==> config.mk <==
export PLATFORM = sky130hd
export DESIGN_NAME = hsw_seq_ctrl
export DESIGN_NICKNAME = d
export VERILOG_FILES = /design/src/rtl/hsw_pkg.sv /design/src/rtl/hsw_sync.sv /design/src/rtl/hsw_qual_timer.sv /design/src/rtl/hsw_breaker.sv /design/src/rtl/hsw_seq_ctrl.sv
export SDC_FILE = /design/constraint.sdc
export NUM_CORES = 1
export LEC_CHECK = 0
export BUFFER_PORTS_ARGS = -buffer_cell sky130_fd_sc_hd__buf_2
export CORE_MARGIN = 3
export CORE_UTILIZATION = 50
export CTS_CLUSTER_DIAMETER = 80
export DETAILED_ROUTE_END_ITERATION = 8
export GPL_ROUTABILITY_DRIVEN = 1
export PLACE_DENSITY_LB_ADDON = 0.05
export SLEW_MARGIN = 20
export SYNTH_ARGS = -nofsm -noshare
export SYNTH_HDL_FRONTEND = slang
export SYNTH_SLANG_ARGS = --single-unit
==> constraint.sdc <==
create_clock -name clk -period 2.5 [get_ports clk]
set_clock_uncertainty 0.15 [all_clocks]
set_input_delay 0.125 -clock clk [delete_from_list [all_inputs] [get_ports clk]]
set_output_delay 0.125 -clock clk [all_outputs]
set_load 0.05 [all_outputs]
==> src/rtl/hsw_pkg.sv <==
package hsw_pkg;
  typedef enum logic [2:0] {
    ST_IDLE      = 3'd0,
    ST_QUALIFY   = 3'd1,
    ST_RAMP_ON   = 3'd2,
    ST_FAULTED   = 3'd3,
    ST_DISCHARGE = 3'd4,
    ST_WAIT_TRIP = 3'd5
  } hsw_state_e;
endpackage

==> src/rtl/hsw_sync.sv <==
module hsw_sync #(
  parameter int               WIDTH   = 1,
  parameter logic [WIDTH-1:0] RST_VAL = '0
) (
  input  logic             clk,
  input  logic             rst_n,
  input  logic [WIDTH-1:0] d_i,
  output logic [WIDTH-1:0] q_o
);
  logic [WIDTH-1:0] meta_q;
  logic [WIDTH-1:0] sync_q;

  always_ff @(posedge clk or negedge rst_n) begin
    if (!rst_n) begin
      meta_q <= RST_VAL;
      sync_q <= RST_VAL;
    end else begin
      meta_q <= d_i;
      sync_q <= meta_q;
    end
  end

  assign q_o = sync_q;
endmodule

==> src/rtl/hsw_qual_timer.sv <==
module hsw_qual_timer #(
  parameter int TICK_DIV   = 50000,
  parameter int QUAL_TICKS = 20
) (
  input  logic clk,
  input  logic rst_n,
  input  logic active_i,
  output logic done_o
);
  localparam int DIV_W = $clog2(TICK_DIV + 1);
  localparam int CNT_W = $clog2(QUAL_TICKS + 1);

  logic [DIV_W-1:0] div_q, div_d;
  logic [CNT_W-1:0] cnt_q, cnt_d;
  logic             cnt_en;

  assign done_o = (cnt_q == CNT_W'(QUAL_TICKS));
  assign cnt_en = active_i && !done_o;

  always_comb begin
    div_d = div_q;
    cnt_d = cnt_q;
    if (!active_i) begin
      div_d = '0;
      cnt_d = '0;
    end else if (cnt_en) begin
      if (div_q == DIV_W'(TICK_DIV - 1)) begin
        div_d = '0;
        cnt_d = cnt_q + CNT_W'(1);
      end else begin
        div_d = div_q + DIV_W'(1);
      end
    end
  end

  always_ff @(posedge clk or negedge rst_n) begin
    if (!rst_n) begin
      div_q <= '0;
      cnt_q <= '0;
    end else begin
      div_q <= div_d;
      cnt_q <= cnt_d;
    end
  end

  AST_DONE_NEEDS_ACTIVE: assert property (@(posedge clk) disable iff (!rst_n)
    done_o |-> $past(active_i));
  AST_CNT_BOUNDED: assert property (@(posedge clk) disable iff (!rst_n)
    cnt_q <= CNT_W'(QUAL_TICKS));
endmodule

==> src/rtl/hsw_breaker.sv <==
module hsw_breaker (
  input  logic clk,
  input  logic rst_n,
  input  logic set_i,
  input  logic clr_i,
  output logic trip_o
);
  logic trip_q, trip_d;

  always_comb begin
    trip_d = trip_q;
    if (clr_i)      trip_d = 1'b0;
    else if (set_i) trip_d = 1'b1;
  end

  always_ff @(posedge clk or negedge rst_n) begin
    if (!rst_n) trip_q <= 1'b0;
    else        trip_q <= trip_d;
  end

  assign trip_o = trip_q;

  AST_TRIP_HOLDS: assert property (@(posedge clk) disable iff (!rst_n)
    (trip_o && !clr_i) |=> trip_o);
  AST_TRIP_CLEARS: assert property (@(posedge clk) disable iff (!rst_n)
    clr_i |=> !trip_o);
endmodule

==> src/rtl/hsw_seq_ctrl.sv <==
module hsw_seq_ctrl
  import hsw_pkg::*;
#(
  parameter int NUM_RAILS  = 2,
  parameter int TICK_DIV   = 50000,
  parameter int QUAL_TICKS = 20
) (
  input  logic                 clk,
  input  logic                 rst_n,
  input  logic                 conn_a_n,
  input  logic                 conn_b_n,
  input  logic                 por_req_n,
  input  logic [NUM_RAILS-1:0] uvlo_flag,
  input  logic [NUM_RAILS-1:0] ocp_flag,
  input  logic [NUM_RAILS-1:0] out_low_flag,
  output logic                 pump_en,
  output logic                 fault_n
);
  localparam int SW = 3 + 3 * NUM_RAILS;
  localparam logic [SW-1:0] SYNC_RST =
    {3'b111, {NUM_RAILS{1'b1}}, {NUM_RAILS{1'b0}}, {NUM_RAILS{1'b0}}};

  logic [SW-1:0]        raw_in, syn_in;
  logic                 ca_s, cb_s, por_s;
  logic [NUM_RAILS-1:0] uvlo_s, ocp_s, olow_s;
  logic                 arm_ok, por_low, uvlo_any, ocp_any, all_low;
  logic                 conn_active, conn_done, por_qual;
  logic                 trip, trip_set;
  hsw_state_e           state_q, state_d;

  assign raw_in = {conn_a_n, conn_b_n, por_req_n, uvlo_flag, ocp_flag, out_low_flag};

  hsw_sync #(.WIDTH(SW), .RST_VAL(SYNC_RST)) u_sync (
    .clk(clk), .rst_n(rst_n), .d_i(raw_in), .q_o(syn_in)
  );

  assign {ca_s, cb_s, por_s, uvlo_s, ocp_s, olow_s} = syn_in;

  assign uvlo_any = |uvlo_s;
  assign ocp_any  = |ocp_s;
  assign all_low  = &olow_s;
  assign por_low  = !por_s;
  assign arm_ok   = !ca_s && !cb_s && !uvlo_any;

  assign conn_active = arm_ok && (state_q == ST_IDLE || state_q == ST_QUALIFY);

  hsw_qual_timer #(.TICK_DIV(TICK_DIV), .QUAL_TICKS(QUAL_TICKS)) u_conn_tmr (
    .clk(clk), .rst_n(rst_n), .active_i(conn_active), .done_o(conn_done)
  );

  hsw_qual_timer #(.TICK_DIV(TICK_DIV), .QUAL_TICKS(QUAL_TICKS)) u_por_tmr (
    .clk(clk), .rst_n(rst_n), .active_i(por_low), .done_o(por_qual)
  );

  assign trip_set = ocp_any && (state_q == ST_RAMP_ON);

  hsw_breaker u_brk (
    .clk(clk), .rst_n(rst_n), .set_i(trip_set), .clr_i(por_low), .trip_o(trip)
  );

  always_comb begin
    state_d = state_q;
    if (por_qual) begin
      state_d = ST_DISCHARGE;
    end else begin
      case (state_q)
        ST_IDLE:      if (arm_ok) state_d = ST_QUALIFY;
        ST_QUALIFY:   if (!arm_ok) state_d = ST_IDLE;
                      else if (conn_done) state_d = ST_RAMP_ON;
        ST_RAMP_ON:   if (ocp_any) state_d = ST_FAULTED;
                      else if (!arm_ok) state_d = ST_IDLE;
        ST_FAULTED:   if (!trip && !por_low) state_d = ST_WAIT_TRIP;
        ST_DISCHARGE: if (!por_low) state_d = ST_WAIT_TRIP;
        ST_WAIT_TRIP: if (all_low) state_d = ST_IDLE;
        default:      state_d = ST_IDLE;
      endcase
    end
  end

  always_ff @(posedge clk or negedge rst_n) begin
    if (!rst_n) state_q <= ST_IDLE;
    else        state_q <= state_d;
  end

  assign pump_en = (state_q == ST_RAMP_ON) && arm_ok && !ocp_any && !por_qual;
  assign fault_n = !trip;

  AST_PUMP_AFTER_QUALIFY: assert property (@(posedge clk) disable iff (!rst_n)
    $rose(pump_en) |-> $past(state_q == ST_QUALIFY));
  AST_TRIP_PUMP_OFF: assert property (@(posedge clk) disable iff (!rst_n)
    trip |-> !pump_en);
  AST_HARD_RESET: assert property (@(posedge clk) disable iff (!rst_n)
    por_qual |=> (state_q == ST_DISCHARGE));
  AST_DISCHARGE_INTERLOCK: assert property (@(posedge clk) disable iff (!rst_n)
    (state_q == ST_WAIT_TRIP && !all_low && !por_qual) |=> (state_q == ST_WAIT_TRIP));
endmodule

==> results of run 1 <==
[kinds of logic after synthesis]
kind of cell    share of synthesized area, %
fa+ha+maj                               2.47
buf+inv                                 2.35
xor+xnor                                8.65
simple gates                            25.4
compound gates                          7.70
mux                                    0.370
flops                                   53.1
[through the flow]
stage	total power [mW]	std cells	utilization (%)
after global placement	1.15	384	56.0
after global routing	2.34	410	62.2
after floorplan	1.12	304	-
after CTS	2.28	410	62.2
final	2.25	410	62.2
after detailed placement	1.15	384	56.0
[report_power, final]
group          switching [mW]  leakage, nW  total, mW  internal [mW]
registers              0.0145        0.838       1.08           1.06
clock network           0.412        0.127       1.11          0.694
logic                  0.0387        0.508     0.0654         0.0266
total                   0.465         1.47       2.25           1.78
[how the worst max path moves through the flow]
| stage | slack [ns] | end | from |
|---|---|---|---|
| 2_1_floorplan | 0.03 | state_q[1] | u_por_tmr.cnt_q[0] |
| 3_3_place_gp | 0.40 | u_por_tmr.div_q[10] | u_por_tmr.div_q[12] |
| 3_5_place_dp | 0.38 | u_por_tmr.div_q[10] | u_por_tmr.div_q[12] |
| 4_1_cts | 0.23 | pump_en | u_por_tmr.cnt_q[0] |
| 5_1_grt | 0.19 | pump_en | u_por_tmr.cnt_q[0] |
| 6_report | 0.26 | pump_en | u_por_tmr.cnt_q[0] |
[layer usage]
layer | GRT usage (%) | part of all wire [%] | vias to the layer above
li1 | - | - | 1117
met1 | 24.4 | 50 | 1029
met2 | 25.3 | 44 | 39
met3 | 5.33 | 4.0 | 7
met4 | 7.46 | 1.7 | 0
met5 | 0 | 0 | -
[critical path: stages (launching register included)]
cell     delay (ns)
dfrtp_1        0.41
inv_1          0.06
ha_1           0.20
and4b_1        0.29
nor4_2         0.33
buf_2          0.32
[area by class of cell]
| class | instances | area [sq um] |
|---|---|---|
| Inverter | 9 | 33.8 |
| Timing Repair Buffer | 27 | 198 |
| Clock inverter | 6 | 116 |
| Fill cell | 487 | 2160 |
| Tap cell | 72 | 90.1 |
| Multi-Input combinational cell | 222 | 1360 |
| Sequential cell | 64 | 1610 |
| Clock buffer | 10 | 138 |
[cell usage after synthesis (2+ instances only)]
master | count | share of area, %
dfrtp_1 | 54 | 44
nor2_1 | 46 | 5.7
nand2_1 | 26 | 3.2
xor2_1 | 19 | 5.5
nand3_1 | 14 | 2.3
o21ai_0 | 13 | 2.1
nor3_1 | 11 | 1.8
xnor2_1 | 11 | 3.2
dfstp_2 | 10 | 8.6
inv_1 | 9 | 1.1
nand4_1 | 8 | 1.6
a21oi_1 | 7 | 1.2
and3_1 | 7 | 1.4
clkbuf_1 | 6 | 0.74
ha_1 | 6 | 2.5
nor4_1 | 5 | 1.0
and4_1 | 4 | 1.2
nand2b_1 | 4 | 0.82
nor4b_1 | 4 | 1.2
nor4bb_1 | 4 | 1.3
a21o_1 | 3 | 0.74
buf_2 | 3 | 0.49
or2_1 | 3 | 0.62
or3_1 | 3 | 0.62
and2_1 | 2 | 0.41
nand4b_1 | 2 | 0.58
nor2b_1 | 2 | 0.41
o21a_1 | 2 | 0.49
o22ai_1 | 2 | 0.41
[registers in the layout (all words and copies together), names as in the netlist]
| name | cells |
|---|---|
| u_sync.meta_q | 9 |
| u_por_tmr.cnt_q | 5 |
| u_brk.trip_o | 1 |
| u_conn_tmr.div_q | 16 |
| u_conn_tmr.cnt_q | 5 |
| state_q | 3 |
| u_por_tmr.div_q | 16 |
| u_sync.q_o | 9 |
==> flow_summary.ini, run 1 <==
[yosys]
yosys_most_used_dff = dfrtp_1
syn_area_per_cell_sq_um = 10.0
yosysWarningCount = 0
synth_seq_cells = 64
synth_nets = 321
synth_edf_count = 0
synth.distinct_cells = 43
synth_area_sq_mm = 0.00304
synth_cells = 304
seq_area_frac_synth_pct = 53.1
synth-async-reset-ratio_pct = 100

[global_route]
grt_start_max_net_pins = 65
antenna_found_initial = 0
overflow = 0
grt_pass1_wl_um = 9830
grt_usage_pct = 17.5
grt_pass1_vias = 2095

[timing]
timing.fmax_ghz = 0.447
finalSetupTns_ns = 0
worst_pin_slew_ns = 0.780
rsz0062_at_grt = no
setup_ws_ns = 0.263
max_slew_margin_pct = 48.0
finalCriticalPeriod_ns = 2.24
report.final.slew_viol_count = 0
hold_viol_final = 0
hold_ws_ns = 0.199
post-route-period-util_pct = 89.5
finalSetupViolCount = 0

[critical_path]
cp_data_arrival_time_ns = 1.96
r2r_end = u_conn_tmr.div_q[9]
cp-start-kind = register
crit-reg2reg-launch = u_conn_tmr.cnt_q[0]
rrSetupSlack_ns = 0.37
path_class = reg2out
end_kind = output port
r2r_cells = 7
crit_required_ns = 2.23
cp_max_fo = 7

[finish]
diodes = 0
nets = 350
syn2layout_area_growth_pct = 16.8
final_common_cell = dfrtp_1
layout-drive-gt1-share_pct = 14.2
final_area_sq_mm = 0.00355
final_cell_mix = dfrtp_1 (54), nor2_1 (46), nand2_1 (26)

[cts]
clock_path_buffers = 2
cts_htree_levels = 3
cts_tree = built
cts_setup_buffers = 0
cts.sinks = 64
cts_hold_buf = 10
clkLatencyLatePin_ns = 0.35
clkTransAtPathRegs_ns = 0.07
cts_made_buffers = 9
cts-root-buf = clkbuf_8
ctsResizeCount = 0

[die]
start_util_pct = 53.2
io_pins = 13
die_y_um = 84.0
rows = 27
die_x_um = 84.0
dieArea_sq_mm = 0.00705
core_sq_mm = 0.00571

[hold_path]
holdPathEnd = u_sync.q_o[3]
min_path_type = reg2reg
holdPathStages = 0
hold_path.startpoint = u_sync.meta_q[3]

[outcome]
outcome = completed

[place]
place_congestion = 0.825
portBuffers = 12
post-place-ws_ns = 0.377
post-dp-hpwl_um = 3750
postPlaceCellArea_sq_mm = 0.00320

[detailed_routing]
routed_via_density = 5.35
vias = 2192
postRouteAntennaNets = 0
drt-wirelength-per-cell_um = 13.7
drt-initial-drc-count = 154
drc_errors = 0
first_pass_iters = 4
wl_um = 5610

[power_and_ir_drop]
leakagePower_nw = 1.47
p_per_area_mw_per_mm2 = 633
vdd_drop_max_mv = 0.574

[flow_run]
cap_violations = 0
Note: power is estimated with default switching activity, not from simulation.
==> run 2: changes to the inputs <==
--- a/config.mk
+++ b/config.mk
@@ -15,4 +15,6 @@
 export SLEW_MARGIN = 20
 export SYNTH_ARGS = -nofsm -noshare
 export SYNTH_HDL_FRONTEND = slang
+export SYNTH_HIERARCHICAL = 1
 export SYNTH_SLANG_ARGS = --single-unit
+export TNS_END_PERCENT = 100
==> run 2 against run 1 <==
  * Sequential power about the same
  * Die area is 4.2% higher
  * First-iteration DRC count down 31%
  * Largest power group is now registers
==> flow_summary.ini, run 2 <==
[outcome]
outcome = completed

[die]
rows = 28
dieArea_sq_mm = 0.00735
core_sq_mm = 0.00603
die_x_um = 85.7
die_y_um = 85.7
io_pins = 13
start_util_pct = 52.7

[power_and_ir_drop]
p_seq_share_pct = 53.7
power_frac_comb_pct = 6.9
vdd_drop_max_mv = 0.508
clockPowerShare_pct = 39.4
leakagePower_nw = 1.47
power_switching_mw = 0.531
swShare_pct = 25.9
intPower_mw = 1.52
p_per_area_mw_per_mm2 = 555

[global_route]
met2_usage_pct = 31.3
antenna_found_initial = 0
grt_start_max_net_pins = 53
grt_pass1_vias = 2432
grt_use_met1_pct = 25.0
grt_busiest_layer = met2
overflow = 0
grt_usage_pct = 19.5
grt_pass1_wl_um = 11400
use_met3_pct = 5.38

[detailed_routing]
vias = 2495
drt-wirelength-per-cell_um = 15.1
wl_um = 6570
drt-initial-drc-count = 106
drc_errors = 0
postRouteAntennaNets = 0
routed_via_density = 5.75
first_pass_iters = 4

[yosys]
synth_cells = 315
synth_edf_count = 0
synth_nets = 332
yosysWarningCount = 6
synthTopCellsByArea = dfrtp_1 (43%), dfstp_2 (8.3%), xnor2_1 (3.3%), or4_1 (3.1%), a21oi_1 (3.0%)
syn_area_per_cell_sq_um = 10.1
synth_most_common_cell = dfrtp_1
synth_area_sq_mm = 0.00318
synth_top_cell_by_area = dfrtp_1
synthTopCellsByCount = dfrtp_1 (54), nand2_1 (24), inv_1 (22)
synth_seq_cells = 64
synth.distinct_cells = 44
synth_top_area_share_pct = 42.5
seq_area_frac_synth_pct = 50.8
yosys_most_used_dff = dfrtp_1
synth-async-reset-ratio_pct = 100

[critical_path]
cp_max_fo = 16
cp-start-kind = register
end_kind = output port
crit_required_ns = 2.23
crit_chain = inv_1 > ha_1 > nand4b_1 > inv_1 > nor4_2 > buf_2
critPathBufInv = 3
critPathTopFamily = buffers and inverters
path_class = reg2out
crit-reg2reg-launch = u_por_tmr/cnt_q[0]
crit_path_top_delay_cell = dfrtp_1
crit_start = u_por_tmr/cnt_q[0]
cp_common_cell = inv_1
slowest_delay_ns = 0.40
cp_data_arrival_time_ns = 2.01

[place]
post-place-ws_ns = 0.238
postPlaceCellArea_sq_mm = 0.00338
portBuffers = 12
place_congestion = 0.790
post-dp-hpwl_um = 4410

[timing]
finalSetupViolCount = 0
timing.fmax_ghz = 0.437
finalCriticalPeriod_ns = 2.29
max_slew_margin_pct = 60.7
rsz0062_at_grt = no
finalSetupTns_ns = 0
report.final.slew_viol_count = 0
post-route-period-util_pct = 91.5
worst_pin_slew_ns = 0.575
setup_ws_ns = 0.213
hold_viol_final = 0

[finish]
syn2layout_area_growth_pct = 16.5
final_area_sq_mm = 0.00370
final_cell_mix = dfrtp_1 (54), nand2_1 (24), inv_1 (22)
diodes = 0
reg_top3 = u_conn_tmr/div_q x16, u_por_tmr/div_q x16
layout-drive-gt1-share_pct = 18.7
nets = 371
final_common_cell = dfrtp_1

[cts]
cts_made_buffers = 9
cts_tree = built
cts.sinks = 64
clock_path_buffers = 2
ctsResizeCount = 0
clkTransAtPathRegs_ns = 0.08
cts-root-buf = clkbuf_8
clkLatencyLatePin_ns = 0.34
cts_htree_levels = 3

[hold_path]
min_path_type = in2async

[flow_run]
cap_violations = 0
run 2: final timing paths:
path,to,slack (ns),cells after the start
min reg2reg,u_sync/q_o[1],0.19,0
min,u_por_tmr/cnt_q[4],0.05,2
min in group clk,u_sync/q_o[1],0.19,0
max,pump_en,0.21,6
max reg2reg,state_q[0],0.28,8
max in group asynchronous,u_sync/q_o[7],1.51,3
run 2: worst reg2reg max path, stage by stage, from the launching register on:
cell	delay, ns
dfrtp_1	0.40
inv_1	0.06
ha_1	0.19
nand4b_1	0.14
inv_1	0.25
nor4b_1	0.42
o21bai_1	0.14
o311a_1	0.14
a31o_1	0.21
run 2: power groups by stage:
stage	Sequential [mW]	Combinational, mW	Clock [mW]
floorplan	1.10	0.102	0
global placement	1.12	0.128	0
detailed placement	1.12	0.131	0
CTS	1.10	0.143	0.845
global route	1.11	0.158	0.880
finish	1.10	0.141	0.809
run 2: per-stage QoR:
stage               hold slack, ns  cells  util, %  power (mW)
floorplan                   -0.321    315        -        1.21
global placement            -0.118    403     56.2        1.25
detailed placement          -0.116    403     56.2        1.25
CTS                         0.0313    429     60.8        2.09
global route                0.0592    434     61.5        2.14
finish                      0.0504    434     61.5        2.05
run 2: metal layers:
layer  routed length, um  vias up
li1                    -     1253
met1                3070     1190
met2                3160       37
met3                 185       15
met4                 155        0
met5                   0        -
run 2: repair_timing:
action | in CTS | in global routing
endpoints found under the hold margin | 63 | 0
setup endpoints to repair | 0 | 9
hold buffers | 10 | 0
setup buffers | 0 | 5
run 2: layout make-up:
cell class                      instances  area (sq um)
Fill cell                             504          2320
Sequential cell                        64          1610
Multi-Input combinational cell        219          1440
Timing Repair Buffer                   38           293
Clock buffer                           10           138
Tap cell                               75          93.8
Inverter                               22          82.6
Clock inverter                          6          43.8
run 2: cell families after synthesis:
group	Yosys count	synth area share, %
simple gates	119	22.8
compound gates	80	16.0
flops	64	50.8
buf+inv	32	4.13
xor+xnor	12	3.31
fa+ha+maj	6	2.36
mux	2	0.630
==> run 3: changes to the inputs <==
--- a/config.mk
+++ b/config.mk
@@ -8,10 +8,13 @@
 export BUFFER_PORTS_ARGS = -buffer_cell sky130_fd_sc_hd__buf_2
 export CORE_MARGIN = 3
 export CORE_UTILIZATION = 50
+export CTS_BUF_LIST = sky130_fd_sc_hd__clkbuf_4 sky130_fd_sc_hd__clkbuf_8
 export CTS_CLUSTER_DIAMETER = 80
 export DETAILED_ROUTE_END_ITERATION = 8
 export GPL_ROUTABILITY_DRIVEN = 1
+export GPL_TIMING_DRIVEN = 0
 export PLACE_DENSITY_LB_ADDON = 0.05
+export REMOVE_ABC_BUFFERS = 1
 export SLEW_MARGIN = 20
 export SYNTH_ARGS = -nofsm -noshare
 export SYNTH_HDL_FRONTEND = slang
==> run 3 against run 2 <==
  * Core utilization rose by 0.89 points
  * Cell count up 0.46%
  * Count of clock-buffer cells in the layout increased by 3
  * Hold slack gained 0.057 ns
  * Fmax decreased by 1.5%
  * Setup slack worse by 0.036 ns
  * Via count increased by 2.5%
  * Sequential cell count is the same
==> flow_summary.ini, run 3 (same netlist as run 2, synthesis figures left out) <==
[critical_path]
critPathBufInv = 3
crit_path_top_delay_cell = dfrtp_1
cp_max_fo = 5
crit_required_ns = 2.23
slowest_delay_ns = 0.40
path_class = reg2out
r2r_cells = 8
end_kind = output port
crit_chain = inv_1 > ha_1 > nand4b_1 > clkinvlp_4 > nor4_1 > buf_2
crit-reg2reg-launch = u_por_tmr/cnt_q[0]
rrSetupSlack_ns = 0.19
critPathTopFamily = buffers and inverters
cp-start-kind = register
cp_data_arrival_time_ns = 2.05
r2r_end = u_por_tmr/div_q[11]

[cts]
clkLatencyLatePin_ns = 0.34
clock_path_buffers = 2
cts_made_buffers = 9
clkTransAtPathRegs_ns = 0.08
cts_tree = built
cts_htree_levels = 3
cts-root-buf = clkbuf_8
cts.sinks = 64

[die]
start_util_pct = 52.7
die_y_um = 85.7
die_x_um = 85.7
dieArea_sq_mm = 0.00735
core_sq_mm = 0.00603
io_pins = 13
rows = 28

[power_and_ir_drop]
clockPowerShare_pct = 39.9
p_seq_share_pct = 53.2
leakagePower_nw = 1.48
vdd_drop_max_mv = 0.423
power_switching_mw = 0.502
power_frac_comb_pct = 6.9
swShare_pct = 24.2
intPower_mw = 1.57
fin_total_pwr_mw = 2.07
p_per_area_mw_per_mm2 = 552

[global_route]
grt_start_max_net_pins = 35
grt_pass1_vias = 2507
grt_pass1_wl_um = 11500
antenna_found_initial = 0
grt_usage_pct = 19.6
overflow = 0

[timing]
hold_viol_final = 0
rsz0062_at_grt = no
timing.fmax_ghz = 0.431
finalCriticalPeriod_ns = 2.32
post-route-period-util_pct = 92.9
setup_ws_ns = 0.177
report.final.slew_viol_count = 0
finalSetupViolCount = 0
worst_pin_slew_ns = 0.520
max_slew_margin_pct = 65.1

[finish]
final_cell_mix = dfrtp_1 (54), nand2_1 (24), inv_1 (21)
nets = 373
fin_util_pct = 62.4
layout-drive-gt1-share_pct = 20.2
final_cells = 436
final_common_cell = dfrtp_1
reg_top3 = u_conn_tmr/div_q x16, u_por_tmr/div_q x16
syn2layout_area_growth_pct = 18.2
diodes = 0

[detailed_routing]
drc_errors = 0
wl_um = 6600
drt-wirelength-per-cell_um = 15.1
routed_via_density = 5.86
postRouteAntennaNets = 0
vias = 2557
first_pass_iters = 4
drt-initial-drc-count = 179

[hold_path]
min_path_type = in2async

[place]
place_inst = 393
place_congestion = 0.762
post-dp-hpwl_um = 4100
portBuffers = 12
post-place-ws_ns = -0.481

[outcome]
outcome = completed

[flow_run]
cap_violations = 0
-- run 3: cell types whose count changed in the layout (fill, tap and decap cells not counted), moves of 2 or more --
cell      previous run  this run
clkbuf_4             0         2
buf_4               15        17
o21ai_4              0         2
clkinv_4             2         0
o21ai_1              4         1
-- run 3: worst max path at each step --
| stage | startpoint | endpoint | slack [ns] | cells past startpoint |
|---|---|---|---|---|
| floorplan | u_por_tmr/cnt_q[0] | pump_en | -0.31 | 5 |
| global placement | u_sync/q_o[7] | u_conn_tmr/div_q[12] | -0.46 | 6 |
| detailed placement | u_por_tmr/div_q[0] | u_por_tmr/cnt_q[1] | -0.48 | 5 |
| CTS | u_por_tmr/div_q[0] | u_por_tmr/cnt_q[3] | -0.04 | 5 |
| global route | u_por_tmr/cnt_q[0] | pump_en | 0.05 | 6 |
| finish | u_por_tmr/cnt_q[0] | pump_en | 0.18 | 6 |
-- run 3: area by class of cell --
cell class              instances  area [sq um]
clock buffers                  13           166
clock inverters                 3          17.5
well taps                      75          93.8
repair inverters                1          5.00
flip-flops and latches         64          1610
fillers                       539          2270
multi-input cells             219          1470
repair buffers                 39           303
inverters                      22          86.3
-- run 3: power by group through the flow --
stage               combinational, mW  sequential (mW)  clock (mW)
floorplan                      0.0745             1.11           0
global placement                0.117             1.12           0
detailed placement              0.122             1.12           0
CTS                             0.141             1.10       0.850
global route                    0.162             1.11       0.896
finish                          0.144             1.10       0.826
-- run 3: per-layer routing --
layer	part of all wire (%)	vias to the layer above	track usage (%)
met5	0	-	0
met4	1.2	0	9.21
met3	2.5	6	2.88
met2	45	34	29.8
met1	51	1264	27.8
li1	-	1253	-
-- run 3: worst register-to-register path, stage by stage (launching register included) --
cell        delay [ns]
dfrtp_1           0.40
inv_1             0.06
ha_1              0.19
nand4b_1          0.20
clkinvlp_4        0.18
buf_4             0.16
a21o_1            0.23
or4_1             0.52
a21oi_1           0.15
-- run 3: through the flow --
step | hold WS (ns) | cell area [sq um] | setup TNS, ns
final | 0.108 | 3760 | 0
after detailed placement | -0.0730 | 3310 | -11.50
after floorplan | -0.321 | 3130 | -0.315
after global placement | 0.0800 | 3280 | -10.26
after global routing | 0.122 | 3760 | 0
after CTS | 0.113 | 3730 | -0.0404
-- run 3: timing repair --
| action | CTS | global route |
|---|---|---|
| setup endpoints to repair | 32 | 19 |
| gates resized for setup | 7 | 1 |
| cloned | 1 | 0 |
| setup buffers | 13 | 3 |
| pin swaps | 5 | 1 |
| hold buffers | 10 | 0 |
| hold endpoints to repair | 72 | 0 |
